File: src/rtl/barrier_pkg.sv
package barrier_pkg;
  // Per-node strobes issued by the control toward the datapath.
  typedef struct packed {
    logic enter;     // flip the phase: the node joins a barrier
    logic maskLoad;  // capture a new mask row
  } nodeStrobe_t;
endpackage

File: src/rtl/barrier_fabric.sv
module barrier_fabric
  import barrier_pkg::*;
#(
  parameter int N = 8
) (
  input  logic                 clk,
  input  logic                 rstN,
  input  nodeStrobe_t [N-1:0]  strobe,
  input  logic [N*N-1:0]       maskWrData,
  output logic [N-1:0]         phaseOut,
  output logic [N*N-1:0]       maskOut,
  output logic [N-1:0]         groupReady
);
  logic [N-1:0] phase;
  logic [N-1:0] bcastPhase;   // broadcast stage of every phase
  logic [N-1:0] ackOk;        // broadcast stage of every node's match flag
  logic [N-1:0] ackPh;        // phase that the match flag refers to
  logic [N-1:0] matchNow;
  logic [N-1:0] maskRow  [N];
  logic [N-1:0] rxPhase  [N]; // node i's received copy of all phases
  logic [N-1:0] ackRxOk  [N]; // node i's received copy of all acks
  logic [N-1:0] ackRxPh  [N];

  always_ff @(posedge clk) begin
    if (!rstN) begin
      phase      <= '0;
      bcastPhase <= '0;
      ackOk      <= '0;
      ackPh      <= '0;
      for (int i = 0; i < N; i++) begin
        maskRow[i] <= '1;
        rxPhase[i] <= '0;
        ackRxOk[i] <= '0;
        ackRxPh[i] <= '0;
      end
    end else begin
      bcastPhase <= phase;
      ackOk      <= matchNow;
      ackPh      <= phase;
      for (int i = 0; i < N; i++) begin
        if (strobe[i].enter)    phase[i]   <= ~phase[i];
        if (strobe[i].maskLoad) maskRow[i] <= maskWrData[i*N +: N];
        rxPhase[i] <= bcastPhase;
        ackRxOk[i] <= ackOk;
        ackRxPh[i] <= ackPh;
      end
    end
  end

  for (genvar g = 0; g < N; g++) begin : g_node
    logic [N-1:0] samePhase;
    logic [N-1:0] sameAck;
    assign samePhase   = ~(rxPhase[g] ^ {N{phase[g]}});
    assign sameAck     = ackRxOk[g] & ~(ackRxPh[g] ^ {N{phase[g]}});
    assign matchNow[g] = &(~maskRow[g] | samePhase);
    assign groupReady[g] = &(~maskRow[g] | (samePhase & sameAck));
    assign maskOut[g*N +: N] = maskRow[g];
  end

  assign phaseOut = phase;
endmodule

File: src/rtl/barrier_ctrl.sv
module barrier_ctrl
  import barrier_pkg::*;
#(
  parameter int N = 8
) (
  input  logic                 clk,
  input  logic                 rstN,
  input  logic [N-1:0]         arriveReq,
  input  logic [N-1:0]         maskWrEn,
  input  logic [N-1:0]         groupReady,
  output nodeStrobe_t [N-1:0]  strobe,
  output logic [N-1:0]         waitOut,
  output logic [N-1:0]         syncDone
);
  logic [N-1:0] waiting;
  logic [N-1:0] enterVec;
  logic [N-1:0] doneNext;

  always_comb begin
    for (int i = 0; i < N; i++) begin
      enterVec[i]        = arriveReq[i] & ~waiting[i];
      strobe[i].enter    = enterVec[i];
      strobe[i].maskLoad = maskWrEn[i] & ~waiting[i];
    end
  end

  assign doneNext = waiting & groupReady;

  always_ff @(posedge clk) begin
    if (!rstN) begin
      waiting  <= '0;
      syncDone <= '0;
    end else begin
      waiting  <= (waiting & ~doneNext) | enterVec;
      syncDone <= doneNext;
    end
  end

  assign waitOut = waiting;
endmodule

File: src/rtl/barrier_sync_unit.sv
module barrier_sync_unit
  import barrier_pkg::*;
#(
  parameter int N = 8
) (
  input  logic                 clk,
  input  logic                 rstN,
  input  logic [N-1:0]         arriveReq,
  input  logic [N-1:0]         maskWrEn,
  input  logic [N*N-1:0]       maskWrData,
  output logic [N-1:0]         syncDone,
  output logic [N-1:0]         waitOut,
  output logic [N-1:0]         phaseOut,
  output logic [N*N-1:0]       maskOut
);
  localparam int MASK_W = N * N;

  nodeStrobe_t [N-1:0] strobe;
  logic [N-1:0]        groupReady;
  logic [MASK_W-1:0]   maskBus;

  barrier_ctrl #(.N(N)) u_ctrl (
    .clk        (clk),
    .rstN       (rstN),
    .arriveReq  (arriveReq),
    .maskWrEn   (maskWrEn),
    .groupReady (groupReady),
    .strobe     (strobe),
    .waitOut    (waitOut),
    .syncDone   (syncDone)
  );

  barrier_fabric #(.N(N)) u_fabric (
    .clk        (clk),
    .rstN       (rstN),
    .strobe     (strobe),
    .maskWrData (maskWrData),
    .phaseOut   (phaseOut),
    .maskOut    (maskBus),
    .groupReady (groupReady)
  );

  assign maskOut = maskBus;
endmodule

File: config.mk
export PLATFORM = sky130hd
export DESIGN_NAME = barrier_sync_unit
export DESIGN_NICKNAME = d
export VERILOG_FILES = /design/src/rtl/barrier_pkg.sv /design/src/rtl/barrier_fabric.sv /design/src/rtl/barrier_ctrl.sv /design/src/rtl/barrier_sync_unit.sv
export SDC_FILE = /design/constraint.sdc
export NUM_CORES = 1
export LEC_CHECK = 0
export BUFFER_PORTS_ARGS = -buffer_cell sky130_fd_sc_hd__buf_2
export CELL_PAD_IN_SITES_DETAIL_PLACEMENT = 2
export CELL_PAD_IN_SITES_GLOBAL_PLACEMENT = 2
export CORE_MARGIN = 1
export CORE_UTILIZATION = 31
export DETAILED_ROUTE_END_ITERATION = 10
export PLACE_DENSITY_LB_ADDON = 0.1
export SLEW_MARGIN = 0
export SYNTH_ARGS = -nofsm -noshare
export SYNTH_HDL_FRONTEND = slang
export SYNTH_SLANG_ARGS = --single-unit
File: constraint.sdc
create_clock -name clk -period 1.8 [get_ports clk]
set_input_delay 0.09 -clock clk [delete_from_list [all_inputs] [get_ports clk]]
set_output_delay 0.09 -clock clk [all_outputs]
set_load 0.02 [all_outputs]
# Yosys cells after proc, flatten, opt, wreduce, memory -nomap -nowiden
# Memories as Yosys holds them, arrays and structs flattened.
# Cells that the tools add are included.
word_totals:
  ramBits: 256
  n_memories: 4
  reg_bits: 40
  out_inout_bits: 88
  input_bits: 82
classes:
  bitwise: 140
  n_mux: 58
  reduce_logical: 16
memory_table:
  columns: ["memory", "depth", "word_bits", "read_ports", "rd_ports_with_merged_regs", "wr", "line", "source"]
  rows:
  - ["u_fabric.ackRxOk", 8, 8, 8, 0, 8, "barrier_fabric.sv:21", "logic [N-1:0] ackRxOk [N];"]
  - ["u_fabric.ackRxPh", 8, 8, 8, 0, 8, "barrier_fabric.sv:22", "logic [N-1:0] ackRxPh [N];"]
  - ["u_fabric.maskRow", 8, 8, 8, 0, 8, "barrier_fabric.sv:19", "logic [N-1:0] maskRow [N];"]
  - ["u_fabric.rxPhase", 8, 8, 8, 0, 8, "barrier_fabric.sv:20", "logic [N-1:0] rxPhase [N];"]
ops:
  columns: ["op", "count"]
  rows:
  - ["8-bit two-way mux", 32]
  - ["8-bit NOT", 25]
  - ["8-bit bitwise AND", 18]
  - ["8-bit OR", 17]
  - ["8-bit AND reduction", 16]
  - ["8-bit bitwise XOR", 16]
  - ["1-bit OR", 32]
  - ["1-bit two-way mux", 26]
  - ["1-bit bitwise AND", 16]
  - ["1-bit NOT", 16]

# Logic depth before layout (Yosys ltp)
# Gate-level depths: netlist of the first run.
logic_depth:
  word_depth: 10
  mapped_depth: 7
  ltp_nobuf: 5

# By module
# From an unflattened synthesis of the first run, not the netlist that was laid out.
unflattened:
  cells_unflattened: 483
  hier_area_um2: 5466.5
by_module_without_submodules:
  columns: ["module", "instances", "area_per_inst_um2", "cells_each"]
  rows:
  - ["barrier_fabric", 1, 4837.1, 426]
  - ["barrier_ctrl", 1, 629.4, 57]

# Least setup slack after synthesis of the first run
# No wires, ideal clock.
synth_timing:
  path_kind: "register -> register"
  start: "register u_ctrl.waiting[0], in the netlist u_ctrl.waitOut[0]"
  end: "memory u_fabric.maskRow[0][0] (enable)"
  path_slack_ps: 365
  path_stages_with_launch: 2
  required_time_ps: 1416
  period_less_slack_ps: 1435
  setup_time_ps: 384
  n_path_buf: 0
  t_arrival_ps: 1051
  cell_sequence: "dfxtp_1 o21ai_0"
synth_rtl:
  columns: ["element", "line", "source"]
  rows:
  - ["start, declared", "barrier_ctrl.sv:15", "logic [N-1:0] waiting;"]
  - ["start signal, assigned", "barrier_ctrl.sv:34", "waiting <= (waiting & ~doneNext) | enterVec;"]
  - ["end, declared", "barrier_fabric.sv:19", null]

==> results.cfg, run 1 <==
[sta]
slew-limit-headroom_pct = 23.0
finalCritPeriodShare_pct = 93.8
finClkSkew_ps = 6.82
fmax_mhz = 592
rsz0062_at_grt = false
maxSlewViolCount = 0
tightest_slew_ps = 1140
setup_viol = 0
tns_ps = 0
hold_violations = 0
fin_crit_ps = 1690
setup_slack_ps = 111

[finish]
fillers = 1890
final_cell_mix = buf_2 (169), dlygate4sd3_1 (64), edfxtp_1 (64)
syn_to_final_growth_pct = 43.9
antenna_cells = 0
fin_util_pct = 46.0
multi_input_area_um2 = 2170
layout_commonest_cell = buf_2
drive_gt1_share_pct = 34.7
seq_area_um2 = 3040
nets = 891

[logic_synthesis]
ys_seq_area_share_pct = 54.4
synth_top_flop_cell = edfxtp_1
synth_warnings = 0
avgSynthCellArea_um2 = 10.1
synth_edf_count = 64
synth_area_um2 = 5590
yosys_register_bits = 120
synth_cell_types = 40
syn-instance-count = 553
async_flop_share_pct = 0
syn-num-nets = 635

[pwr]
ir_drop_mv = 0.680
p_per_area_nw_per_um2 = 947
p_leak_uw = 0.00343

[floorplan]
fp.dieH_um = 136
io_pins = 170
rows = 48
dieArea_um2 = 18600
core_area_um2 = 17500
dieWidth_um = 136
initial_utilization_pct = 32.0

[place]
dpl.hpwl_mm = 15.2
dpl_worst_slack_ps = 140
port_buffers = 169
place_congestion = 0.810

[clock_tree]
post_cts_buffers = 0
h-tree-depth = 4
clkTransAtPathRegs_ps = 60
cts-root-buf = clkbuf_16
insertion_delay_ps = 420
cts.sinks = 120
cts-resized-gates = 0
cts_tree = yes
cts_made_buffers = 17
hold_buffers = 64
cts_buffer_depth = 2

[routing]
post_drt_wl_per_cell_um = 20.7
vias_per_cell = 5.07
via_count = 5311
ant_nets = 0
drt_iter0_drc = 344
drt_first_pass_iters = 7
routed_wirelength_mm = 21.7
drc = 0

[global_route]
overflow = 0
antenna_found_initial = 0
grt_pass1_vias = 5954
grt_max_degree = 27
grt.total_usage_pct = 24.5
grt_pass1_wl_mm = 33.4

[worst_setup_path]
endpoint_kind = flip-flop
start_kind = flip-flop
crit_path_max_fanout = 6
required_ps = 2140
crit_type = flip-flop to flip-flop
worst_ep_arrival_time_ps = 2030

[worst_hold_path]
hp-class = input pin to flip-flop

[outcome]
status = complete, no violations

[job]
drv_cap = 0
-- state kept, by name, indices dropped and copies added, names as in the netlist --
signal / count
u_ctrl.syncDone: 8
u_ctrl.waitOut: 8
u_fabric.ackOk: 8
u_fabric.ackRxOk: 8
u_fabric.bcastPhase: 8
u_fabric.maskRow: 64
u_fabric.phaseOut: 8
u_fabric.rxPhase: 8
-- path summary, 6_finish.rpt --
check                           depth (start not counted)                      end                     from  slack, ps
worst max register to register                          5        u_fabric.ackOk[3]  u_fabric.rxPhase[1][28]        110
worst min register to register                          1  u_fabric.rxPhase[1][29]   u_fabric.bcastPhase[5]        440
worst max-delay path                                    5        u_fabric.ackOk[3]  u_fabric.rxPhase[1][28]        110
worst min-delay path                                    3        u_ctrl.waitOut[7]             arriveReq[7]         10
-- metal layers --
layer / up-vias / GRT usage, % / share of wire [%]
met1: 2664 / 28.7 / 42
met4: 0 / 9.20 / 1.7
li1: 2447 / - / -
met5: - / 0 / 0
met2: 171 / 43.9 / 52
met3: 29 / 4.59 / 4.5
-- critical path: stages, from the launching register on --
cell and delay (ps):
dfxtp_1 540, inv_1 180, o2bb2ai_1 160, o31ai_1 390
nand2_1 160, a21oi_1 170
-- cell families after synthesis --
logic type	after synthesis	share of synthesized area, %
flops	120	54.4
compound gates	121	15.2
buf+inv	90	6.85
xor+xnor	22	3.45
simple gates	200	20.1
-- final cells by class --
class / instances / area share (%)
timing repair buffer: 266 / 21.9
clock inverter: 12 / 1.26
multi-input combinational: 343 / 26.9
tap: 225 / 3.50
inverter: 61 / 2.85
sequential: 120 / 37.8
clock buffer: 20 / 5.80
-- Yosys cell counts (11+ instances only) --
cell type	count	area [um2]
a21oi_1	12	60.1
a22oi_1	16	120
and2_1	33	206
clkbuf_1	16	60.1
dfxtp_1	56	1120
edfxtp_1	64	1920
inv_1	61	229
nand2_1	36	135
nand2b_1	36	225
nand3_1	13	65.1
nor2_1	11	41.3
o21ai_0	30	150
o221ai_1	11	96.3
o22ai_1	19	119
or2_2	48	300
xnor2_1	19	166
-- stage by stage --
stage,power [uW],hold WS [ps],cells,cell area [um2]
detailed placement,4300,357,951,6840
global route,7930,25.6,1047,8050
CTS,7690,2.24,1047,8050
floorplan,3830,268,553,5590
global placement,4250,351,951,6840
finish,7620,14.4,1047,8050
-- where the power goes --
part,switching (uW),leakage (uW),internal [uW]
Sequential,190,0.000987,3060
Combinational,596,0.00217,520
Clock,1270,0.000271,1990
(Power assumes the default switching activity.)
==> run 2, diff against run 1 <==
--- a/config.mk
+++ b/config.mk
@@ -11,6 +11,7 @@
 export CORE_MARGIN = 1
 export CORE_UTILIZATION = 31
 export DETAILED_ROUTE_END_ITERATION = 10
+export MAX_ROUTING_LAYER = met4
 export PLACE_DENSITY_LB_ADDON = 0.1
 export SLEW_MARGIN = 0
 export SYNTH_ARGS = -nofsm -noshare
==> run 2 against run 1 <==
  * Critical path depth stayed put
  * Worst setup slack better by 52 ps
  * Final cell count stayed put
  * Critical endpoint is now u_fabric.ackOk[2]
  * Wire length is 1.2% lower
  * Utilization is 0.21 points higher
  * Maximum frequency is 3.2% higher
  * Sequential power hardly changed
  * Hold slack better by 12 ps
  * Combinational power hardly changed
  * Register-to-register slack better by 50 ps
==> results.cfg, run 2 (synthesis gave the netlist of run 1 again) <==
[worst_setup_path]
required_ps = 2150
r2r_slack_ps = 160
crit_path_max_fanout = 6
start_kind = flip-flop
endpoint_kind = flip-flop
worst_ep_arrival_time_ps = 1990
crit_type = flip-flop to flip-flop

[finish]
layout_commonest_cell = buf_2
fin_util_pct = 46.3
fillers = 1896
syn_to_final_growth_pct = 44.6
top_register = u_fabric.maskRow
drive_gt1_share_pct = 34.5
stdcell_area_um2 = 8080
final_cell_mix = buf_2 (169), dlygate4sd3_1 (64), edfxtp_1 (64)
nets = 891
largest_register_ffs = 64
seq_area_um2 = 3040
antenna_cells = 0
multi_input_area_um2 = 2170

[sta]
fmax_mhz = 611
fin_crit_ps = 1640
setup_viol = 0
timing.hold.ws_ps = 26.9
maxSlewViolCount = 0
finalCritPeriodShare_pct = 91.0
tightest_slew_ps = 1170
rsz0062_at_grt = false
slew-limit-headroom_pct = 21.5
hold_violations = 0
tns_ps = 0
finClkSkew_ps = 7.63

[place]
place_congestion = 0.824
dpl.hpwl_mm = 15.1
postPlaceCellArea_um2 = 6840
port_buffers = 169

[routing]
drc = 0
routed_wirelength_mm = 21.4
ant_nets = 0
drt_first_pass_iters = 7
drt_iter0_drc = 201
post_drt_wl_per_cell_um = 20.4
via_count = 5232
vias_per_cell = 5.00

[clock_tree]
cts_made_buffers = 17
cts-root-buf = clkbuf_16
cts.sinks = 120
clkTransAtPathRegs_ps = 60
post_cts_buffers = 0
cts_buffer_depth = 2
h-tree-depth = 4
insertion_delay_ps = 420
cts_tree = yes

[pwr]
ir_drop_mv = 0.690
p_comb_share_pct = 14.3
p_seq_share_pct = 41.6
power.switching_uw = 1970
sw_frac_of_total_pct = 25.2
intPower_uw = 5850
clockPowerShare_pct = 44.2
p_per_area_nw_per_um2 = 968
p_leak_uw = 0.00345

[worst_hold_path]
hp-class = input pin to flip-flop

[global_route]
overflow = 0
grt.total_usage_pct = 25.0
grt_max_degree = 28
grt_pass1_vias = 5905
antenna_found_initial = 0
grt_pass1_wl_mm = 32.8

[floorplan]
initial_utilization_pct = 32.0
core_area_um2 = 17500
dieArea_um2 = 18600
fp.dieH_um = 136
io_pins = 170
rows = 48
dieWidth_um = 136

[outcome]
status = complete, no violations

[job]
drv_cap = 0
==> run 2: changes by cell type in the layout (fill, tap and decap cells not counted), sizes merged <==
cell      before  now
clkbuf        20   23
bufinv         1    3
clkinvlp       4    1
clkinv         7    5
==> run 2: through the flow <==
step | power [uW] | setup slack (ps) | cells
2_1_floorplan | 3830 | 365 | 553
3_3_place_gp | 4250 | 242 | 951
3_5_place_dp | 4300 | 169 | 951
4_1_cts | 7890 | 40.5 | 1047
5_1_grt | 8140 | 15.2 | 1047
6_report | 7820 | 163 | 1047
==> run 2: final timing paths <==
kind | from | endpoint | depth (start not counted)
max | u_fabric.rxPhase[1][28] | u_fabric.ackOk[2] | 5
min reg2reg | u_fabric.bcastPhase[3] | u_fabric.rxPhase[1][27] | 1
min | arriveReq[7] | u_ctrl.waitOut[7] | 3
max reg2reg | u_fabric.rxPhase[1][28] | u_fabric.ackOk[2] | 5
==> run 2: per-layer routing <==
| layer | GRT usage [%] | wire length [um] |
|---|---|---|
| met1 | 27.8 | 9030 |
| met2 | 43.9 | 11100 |
| met3 | 5.22 | 865 |
| met4 | 9.20 | 389 |
| met5 | - | 0 |
==> run 2: critical path: stages (launching register included) <==
cell,delay [ps]
dfxtp_1,560
inv_1,210
o2bb2ai_1,210
o31ai_2,350
nand2_1,120
a21oi_1,120
==> run 2: layout make-up <==
class                   instances  share of cell area, %
multi-input cells             343                   26.9
clock inverters                 9                   1.50
repair buffers                266                   21.8
clock buffers                  23                   5.91
well taps                     225                   3.48
inverters                      61                   2.83
flip-flops and latches        120                   37.7
==> run 2: timing repair <==
item | in CTS | in global routing
hold endpoints to repair | 64 | 0
setup endpoints to repair | 0 | 4
gates resized for setup | 0 | 2
hold buffers | 64 | 0
==> run 2: power groups by stage <==
stage / logic [uW] / clock network [uW] / registers (uW)
2_1_floorplan: 520 / 0 / 3310
3_3_place_gp: 957 / 0 / 3290
3_5_place_dp: 994 / 0 / 3300
4_1_cts: 1120 / 3520 / 3250
5_1_grt: 1220 / 3640 / 3270
6_report: 1120 / 3450 / 3250
==> run 3, diff against run 2 <==
--- a/config.mk
+++ b/config.mk
@@ -9,7 +9,7 @@
 export CELL_PAD_IN_SITES_DETAIL_PLACEMENT = 2
 export CELL_PAD_IN_SITES_GLOBAL_PLACEMENT = 2
 export CORE_MARGIN = 1
-export CORE_UTILIZATION = 31
+export CORE_UTILIZATION = 28
 export DETAILED_ROUTE_END_ITERATION = 10
 export MAX_ROUTING_LAYER = met4
 export PLACE_DENSITY_LB_ADDON = 0.1
==> constraint.sdc (replaced) <==
create_clock -name clk -period 1.5 [get_ports clk]
set_input_delay 0.075 -clock clk [delete_from_list [all_inputs] [get_ports clk]]
set_output_delay 0.075 -clock clk [all_outputs]
set_load 0.02 [all_outputs]
==> run 3 against run 2 <==
  * Die area rose by 11%
  * Sequential share of layout area down 1.5 points
  * Critical endpoint is now u_ctrl.waitOut[1]
  * Critical path depth shrank 1
  * Maximum frequency up 13%
  * Critical path type unchanged
==> results.cfg, run 3 (synthesis gave the netlist of run 1 again) <==
[worst_setup_path]
endpoint_kind = flip-flop
crit_path_max_fanout = 3
crit_type = flip-flop to flip-flop
worst_ep_arrival_time_ps = 1710
slowest_stage = edfxtp_1
crit_buf_inv = 0
worst_path_largest_cell_delay_ps = 440
rr_startpoint = u_fabric.maskRow[0][9]
start_kind = flip-flop
startpoint = u_fabric.maskRow[0][9]
crit_chain = a222oi_1 > nand3_1 > o31ai_4 > a41oi_2
required_ps = 1760
cp_top_family = compound AO/OA/AOI/OAI gates

[routing]
post_drt_wl_per_cell_um = 19.5
ant_nets = 0
drc = 0
routed_wirelength_mm = 21.7
via_count = 5327
drt_iter0_drc = 215
drt_first_pass_iters = 7
vias_per_cell = 4.79

[finish]
layoutNonFillerInstCount = 1111
fin_util_pct = 43.2
layout_commonest_cell = buf_2
drive_gt1_share_pct = 38.1
top_register = u_fabric.maskRow
largest_register_ffs = 64
syn_to_final_growth_pct = 50.9
nets = 914
final_cell_mix = buf_2 (169), dlygate4sd3_1 (65), edfxtp_1 (64)

[floorplan]
rows = 51
initial_utilization_pct = 28.6
dieWidth_um = 143
fp.dieH_um = 143
io_pins = 170
core_area_um2 = 19500
dieArea_um2 = 20500

[clock_tree]
cts_made_buffers = 17
cts.sinks = 120
cts_buffer_depth = 2
insertion_delay_ps = 420
clkTransAtPathRegs_ps = 60
h-tree-depth = 4
cts-root-buf = clkbuf_16
cts_tree = yes

[place]
port_buffers = 169
place_congestion = 0.837
dpl.hpwl_mm = 15.6
dp.cells = 1007

[worst_hold_path]
hp-class = input pin to flip-flop
hp-start = arriveReq[2]

[sta]
slew-limit-headroom_pct = 50.6
setup_viol = 0
rsz0062_at_grt = true
maxSlewViolCount = 0
tightest_slew_ps = 736
finalCritPeriodShare_pct = 97.0
hold_violations = 0
finClkSkew_ps = 7.04
fmax_mhz = 687
tns_ps = 0
fin_crit_ps = 1460

[global_route]
grt_pass1_vias = 5914
antenna_found_initial = 1
grt_pass1_wl_mm = 32.7
grt.total_usage_pct = 22.5
grt_max_degree = 36
overflow = 0

[job]
drv_cap = 0

[pwr]
ir_drop_mv = 0.571
p_leak_uw = 0.00360
p_per_area_nw_per_um2 = 1140

[outcome]
status = complete, no violations
-- run 3: final cells by class --
type / instances / area [um2]
clock buffer: 23 / 498
timing repair buffer: 289 / 1980
antenna: 1 / 2.50
tap: 265 / 332
clock inverter: 9 / 119
fill: 2106 / 11100
multi-input combinational: 343 / 2230
sequential: 120 / 3050
inverter: 61 / 229
-- run 3: timing repair --
item	CTS	global route
gates resized for setup	3	16
hold buffers	65	0
endpoints found under the setup margin	11	18
buffers inserted	0	6
pin swaps	0	14
endpoints found under the hold margin	65	0
-- run 3: through the flow --
step / setup slack [ps] / total power [uW] / area [um2] / hold WS [ps]
after floorplan: 64.8 / 4590 / 5590 / 253
after global placement: -13.3 / 5160 / 7050 / 337
after detailed placement: -74.4 / 5220 / 7050 / 340
after CTS: 11.2 / 9630 / 8320 / 1.71
after global routing: -80.6 / 9980 / 8440 / 14.4
final: 44.9 / 9590 / 8440 / 8.04
-- run 3: worst paths after layout --
check | end | cells after the start | slack, ps
worst max-delay path | u_ctrl.waitOut[1] | 4 | 40
worst min-delay path | u_ctrl.waitOut[2] | 3 | 8
worst max register to register | u_ctrl.waitOut[1] | 4 | 40
worst min register to register | u_fabric.ackRxOk[1][23] | 1 | 430
-- run 3: power by group --
part           internal (uW)  switching (uW)  leakage [uW]
clock                   2810            1450      0.000310
combinational            692             784       0.00231
sequential              3670             180      0.000989
total                   7170            2420       0.00360
-- run 3: layer usage --
metal | up-vias | routed length, um | track usage (%)
met1 | 2643 | 8950 | 24.6
li1 | 2489 | - | -
met2 | 171 | 11400 | 40.2
met3 | 24 | 1050 | 4.77
met4 | 0 | 285 | 8.01
met5 | - | 0 | -
-- run 3: tightest hold or removal path: cells and delay by family --
kind,cells,cell delay (ps)
buffers and inverters,1,100
AO/OA/AOI/OAI,2,190
